$ cat src/rtl/mbm_pkg.sv
package mbm_pkg;
  typedef enum logic [1:0] {
    OP_SET = 2'd0,
    OP_INV = 2'd1,
    OP_CLR = 2'd2,
    OP_TST = 2'd3
  } mbm_op_e;

  typedef enum logic [2:0] {
    ST_IDLE,
    ST_READ,
    ST_WAIT,
    ST_WRITE,
    ST_DONE
  } mbm_state_e;
endpackage

$ cat src/rtl/mbm_addr_gen.sv
module mbm_addr_gen #(
  parameter int AW    = 32,
  parameter int DISPW = 16
) (
  input  logic [AW-1:0]    base_i,
  input  logic [DISPW-1:0] disp_i,
  output logic [AW-1:0]    addr_o
);
  localparam int EXTW = AW - DISPW;

  logic [AW-1:0] disp_ext;

  generate
    if (EXTW > 0) begin : g_ext
      assign disp_ext = {{EXTW{disp_i[DISPW-1]}}, disp_i};
    end else begin : g_trunc
      assign disp_ext = disp_i[AW-1:0];
    end
  endgenerate

  assign addr_o = base_i + disp_ext;
endmodule

$ cat src/rtl/mbm_bit_alu.sv
module mbm_bit_alu
  import mbm_pkg::*;
#(
  parameter int DW = 8,
  localparam int IW = $clog2(DW)
) (
  input  mbm_op_e       op_i,
  input  logic [IW-1:0] idx_i,
  input  logic [DW-1:0] data_i,
  output logic [DW-1:0] data_o,
  output logic          zero_o
);
  logic [DW-1:0] mask;

  assign mask   = DW'(1) << idx_i;
  assign zero_o = ~|(data_i & mask);

  always_comb begin
    unique case (op_i)
      OP_SET:  data_o = data_i | mask;
      OP_INV:  data_o = data_i ^ mask;
      OP_CLR:  data_o = data_i & ~mask;
      default: data_o = data_i;
    endcase
  end
endmodule

$ cat src/rtl/mbm_ctrl.sv
module mbm_ctrl
  import mbm_pkg::*;
(
  input  logic clk_i,
  input  logic rst_ni,
  input  logic start_i,
  input  logic rd_valid_i,
  input  logic is_test_i,
  output logic launch_o,
  output logic capture_o,
  output logic rd_req_o,
  output logic wr_req_o,
  output logic done_o
);
  mbm_state_e state_q, state_d;

  assign launch_o  = (state_q == ST_IDLE) && start_i;
  assign capture_o = (state_q == ST_WAIT) && rd_valid_i;
  assign rd_req_o  = (state_q == ST_READ);
  assign wr_req_o  = (state_q == ST_WRITE);
  assign done_o    = (state_q == ST_DONE);

  always_comb begin
    state_d = state_q;
    unique case (state_q)
      ST_IDLE:  if (start_i) state_d = ST_READ;
      ST_READ:  state_d = ST_WAIT;
      ST_WAIT:  if (rd_valid_i) state_d = is_test_i ? ST_DONE : ST_WRITE;
      ST_WRITE: state_d = ST_DONE;
      ST_DONE:  state_d = ST_IDLE;
      default:  state_d = ST_IDLE;
    endcase
  end

  always_ff @(posedge clk_i or negedge rst_ni) begin
    if (!rst_ni) state_q <= ST_IDLE;
    else         state_q <= state_d;
  end


  rd_one_cycle_chk: assert property (@(posedge clk_i) disable iff (!rst_ni)
    rd_req_o |=> !rd_req_o);


  done_pulse_chk: assert property (@(posedge clk_i) disable iff (!rst_ni)
    done_o |=> !done_o && !rd_req_o && !wr_req_o);


  req_excl_chk: assert property (@(posedge clk_i) disable iff (!rst_ni)
    !(rd_req_o && wr_req_o));
endmodule

$ cat src/rtl/mem_bit_unit.sv
module mem_bit_unit
  import mbm_pkg::*;
#(
  parameter int AW    = 32,
  parameter int DISPW = 16,
  parameter int DW    = 8,
  localparam int IW   = $clog2(DW)
) (
  input  logic             clk_i,
  input  logic             rst_ni,
  input  logic             start_i,
  input  logic [1:0]       op_i,
  input  logic [AW-1:0]    base_i,
  input  logic [DISPW-1:0] disp_i,
  input  logic [IW-1:0]    bit_idx_i,
  output logic             rd_req_o,
  output logic [AW-1:0]    rd_addr_o,
  input  logic             rd_valid_i,
  input  logic [DW-1:0]    rd_data_i,
  output logic             wr_req_o,
  output logic [AW-1:0]    wr_addr_o,
  output logic [DW-1:0]    wr_data_o,
  output logic             zero_o,
  output logic             done_o
);
  logic          launch, capture;
  logic [AW-1:0] addr_d, addr_q;
  mbm_op_e       op_q;
  logic [IW-1:0] idx_q;
  logic [DW-1:0] new_byte, wdata_q;
  logic          bit_zero, zero_q;

  mbm_addr_gen #(.AW(AW), .DISPW(DISPW)) u_addr (
    .base_i (base_i),
    .disp_i (disp_i),
    .addr_o (addr_d)
  );

  mbm_ctrl u_ctrl (
    .clk_i      (clk_i),
    .rst_ni     (rst_ni),
    .start_i    (start_i),
    .rd_valid_i (rd_valid_i),
    .is_test_i  (op_q == OP_TST),
    .launch_o   (launch),
    .capture_o  (capture),
    .rd_req_o   (rd_req_o),
    .wr_req_o   (wr_req_o),
    .done_o     (done_o)
  );

  mbm_bit_alu #(.DW(DW)) u_alu (
    .op_i   (op_q),
    .idx_i  (idx_q),
    .data_i (rd_data_i),
    .data_o (new_byte),
    .zero_o (bit_zero)
  );

  // operands frozen at accepted start
  always_ff @(posedge clk_i or negedge rst_ni) begin
    if (!rst_ni) begin
      addr_q <= '0;
      op_q   <= OP_SET;
      idx_q  <= '0;
    end else if (launch) begin
      addr_q <= addr_d;
      op_q   <= mbm_op_e'(op_i);
      idx_q  <= bit_idx_i;
    end
  end

  always_ff @(posedge clk_i or negedge rst_ni) begin
    if (!rst_ni) begin
      wdata_q <= '0;
      zero_q  <= 1'b0;
    end else if (capture) begin
      wdata_q <= new_byte;
      zero_q  <= bit_zero;
    end
  end

  assign rd_addr_o = addr_q;
  assign wr_addr_o = addr_q;
  assign wr_data_o = wdata_q;
  assign zero_o    = zero_q;


  zero_hold_chk: assert property (@(posedge clk_i) disable iff (!rst_ni)
    !capture |=> $stable(zero_o));


  no_test_write_chk: assert property (@(posedge clk_i) disable iff (!rst_ni)
    wr_req_o |-> op_q != OP_TST);


  wr_one_cycle_chk: assert property (@(posedge clk_i) disable iff (!rst_ni)
    wr_req_o |=> !wr_req_o && done_o);
endmodule

$ cat config.mk
export PLATFORM = sky130hd
export DESIGN_NAME = mem_bit_unit
export DESIGN_NICKNAME = d
export VERILOG_FILES = /design/src/rtl/mbm_pkg.sv /design/src/rtl/mbm_addr_gen.sv /design/src/rtl/mbm_bit_alu.sv /design/src/rtl/mbm_ctrl.sv /design/src/rtl/mem_bit_unit.sv
export SDC_FILE = /design/constraint.sdc
export NUM_CORES = 1
export LEC_CHECK = 0
export CAP_MARGIN = 10
export CORE_MARGIN = 2
export CORE_UTILIZATION = 30
export DETAILED_ROUTE_END_ITERATION = 6
export PLACE_DENSITY = 0.64
export SLEW_MARGIN = 20
export SYNTH_ARGS = -nofsm -noshare
export SYNTH_HDL_FRONTEND = slang
export SYNTH_HIERARCHICAL = 1
export SYNTH_SLANG_ARGS = --single-unit
$ cat constraint.sdc
create_clock -name clk_i -period 3.05 [get_ports clk_i]
set_input_delay 0.7625 -clock clk_i [delete_from_list [all_inputs] [get_ports clk_i]]
set_output_delay 0.7625 -clock clk_i [all_outputs]
set_load 0.02 [all_outputs]
==> run metrics <==
total power per unit cell area just under 800 nW/um^2; H-tree depth 2; # Max-Cap Violations 0; CTS Buf Count 5; first-pass GRT wire length 20,700 um; slew at the pin with the worst max-slew slack approximately 0.46 ns; hold buffers post-CTS 0; status finished clean; fmax 336 MHz; Remaining Overflow, GRT 0; vias 4,201; net count after synthesis 580; Root Buffer clkbuf_16; share of the synthesized area in the top cell type 26.1%; Sinks on Clock Net 49; final worst-path cycle share between 90% and 100%; Filler cells ~1,400; DRC 0; clk_lat worst skew 0.30 ns; Initial Util between 30% and 40%; Synth async-reset ratio 100%; Slew Viols, Final 0; worst hold path type in2async; io pins ~140; Max IR drop VDD 0.351 mV; most frequent cell after synthesis ha_1; syn_area_per_cell around 10 sq um; synthesized flop and latch total a little under 50; core box area ~15,000 sq um; antenna violations before repair 0; Synth cell types around 60; DR iter-0 viols roughly 230; vias per inst just under 5; Crit Path Max Fanout 6; Syn-to-layout area delta 54.3%; Layout Skew between 0.007 and 0.008 ns; sequential-to-total area share from yosys stat approximately a quarter; Area contributors post-synth dfrtp_1 26%, ha_1 15%, mux2_4 9.6%, buf_4 5.1%, mux2_2 3.8%; Syn Std Cell Area 4690 sq um; Ys Warns 6; fraction of layout cells with a size suffix above 1 33.2%; final wirelength between 10,000 and 15,000 um; Primary FF master, synth dfrtp_1; R2R depth 4; clock-pin slew on the worst setup and hold paths 0.07 ns; largest net degree at the start of global routing 35; setup ws final around 0.07 ns; R2R setup slack 1.00 ns; Port-buffer cells 140; Worst Setup Path Type in2reg; placed cell areas 6660 sq um; hpwl dp about 10,000 um; Die Width 129 um; Leakage between 3 and 4 nW; vias in the first global route 4,346; Post-synth EDFFs 0; Die Span Y about 130 um; Placer Congestion between 0.8 and 0.9; cell accounting for the most synthesized area dfrtp_1; DR WL/cell roughly 15 um; Final Hold Fails 0; Placement Rows 45; FF-to-FF Start idx_q[1]; total power roughly 5.6 mW; TNS Setup 0 ns; # diodes 0; DR pass1 iterations 4; WP data required around 3.2 ns; CTS max path bufs 2; Max-Slew Margin vs Limit a little under 70%; Total GRT Usage 15.4%; setup violators final 0; Arr. time, crit path between 3 and 4 ns; Cells after Synth around 460; Die ar. 16,700 sq um; Worst Setup Start Kind input pin; final instance area ~7200 sq um; worst flop-to-flop path endpoint wr_data_o[0]; Post-synth top cells 55 x ha_1, 49 x dfrtp_1, 32 x buf_4, 30 x a21oi_1, 30 x mux2_4; nets ~770; Routed Antenna Nets 0; CTS tree done; dpl ws -0.598 ns; Crit. End Element flip-flop; Tmin final just under 3 ns
[kinds of logic (layout without fill, tap and decap cells)]
group | count (synthesis) | after routing | synth area share [%]
DFF | 49 | 49 | 26.1
xor gates and xnor gates | 28 | 28 | 5.23
adders and majority gates | 56 | 56 | 15.1
AOI/OAI and AO/OA | 100 | 100 | 15.1
muxes | 56 | 56 | 17.7
and+or+nand+nor | 90 | 90 | 10.2
buffers and inverters | 80 | 272 | 10.6
[per-layer routing]
| metal | routed length [um] | track usage (%) | up-vias |
|---|---|---|---|
| met5 | 0 | 0 | - |
| met1 | 5600 | 18.3 | 2039 |
| met4 | 216 | 3.26 | 0 |
| li1 | - | - | 2008 |
| met3 | 590 | 3.22 | 25 |
| met2 | 6730 | 28.6 | 129 |
[worst max path at each step]
| stage | startpoint | end | cells after the start |
|---|---|---|---|
| finish | base_i[15] | rd_addr_o[25] | 12 |
| global route | base_i[15] | rd_addr_o[25] | 12 |
| CTS | base_i[14] | rd_addr_o[31] | 10 |
| detailed placement | disp_i[15] | rd_addr_o[31] | 11 |
| global placement | disp_i[15] | rd_addr_o[31] | 10 |
| floorplan | base_i[0] | rd_addr_o[26] | 10 |
[through the flow]
step,hold slack [ns],util [%],instances
3_5_place_dp,0.497,43.7,848
5_1_grt,0.412,47.4,862
3_3_place_gp,0.491,43.7,848
6_report,0.393,47.4,862
2_1_floorplan,0.467,-,459
4_1_cts,0.394,46.1,860
[registers in the layout, summed over array words and instances, names as in the netlist]
signal and flops:
wr_data_o 8, rd_addr_o 32, u_ctrl/state_q 3, idx_q 3, op_q 2, zero_o 1
[report_power, final]
group	leakage, nW	switching [mW]	total, mW	internal (mW)
sequential	0.577	0.370	1.36	0.987
combinational	2.63	1.54	3.53	1.99
clock	0.0831	0.271	0.682	0.410
[placed cells by master (no fill, tap or decap), drive strengths merged, types with 5 or more instances in the layout]
cell type	netlist	routed
clkdlybuf4s50	0	114
buf	43	95
ha	55	55
dfrtp	49	49
mux2	46	46
a21oi	30	30
inv	29	29
dlygate4sd2	0	20
nand2	20	20
a21o	19	19
nor2	16	16
xor2	15	15
o21ai	15	15
xnor2	13	13
nand3	11	11
nand4	8	8
mux4	8	8
clkbuf	8	6
nor3	6	6
o21bai	5	5
[area by class of cell]
| type | instances | area, sq um | share of cell area, % |
|---|---|---|---|
| timing repair buffer | 235 | 2150 | 29.7 |
| multi-input combinational | 330 | 3310 | 45.7 |
| clock buffer | 6 | 139 | 1.92 |
| clock inverter | 2 | 37.5 | 0.519 |
| sequential | 49 | 1230 | 16.9 |
| tap | 211 | 264 | 3.65 |
| inverter | 29 | 109 | 1.50 |
[critical path, cell delays in order]
cell	delay, ns
clkdlybuf4s50_1	0.54
ha_4	0.23
buf_4	0.16
nand2_1	0.09
o21ai_0	0.09
a31oi_1	0.23
o21ai_0	0.16
buf_4	0.16
a21o_1	0.14
a21oi_1	0.23
xnor2_1	0.10
mux2_4	0.25
[timing repair]
action | in CTS | in global routing
setup buffers | 3 | 2
setup endpoints to repair | 13 | 9
pin swaps | 25 | 14
gates resized for setup | 47 | 34
gates cloned | 1 | 0
(Power assumes the default switching activity.)
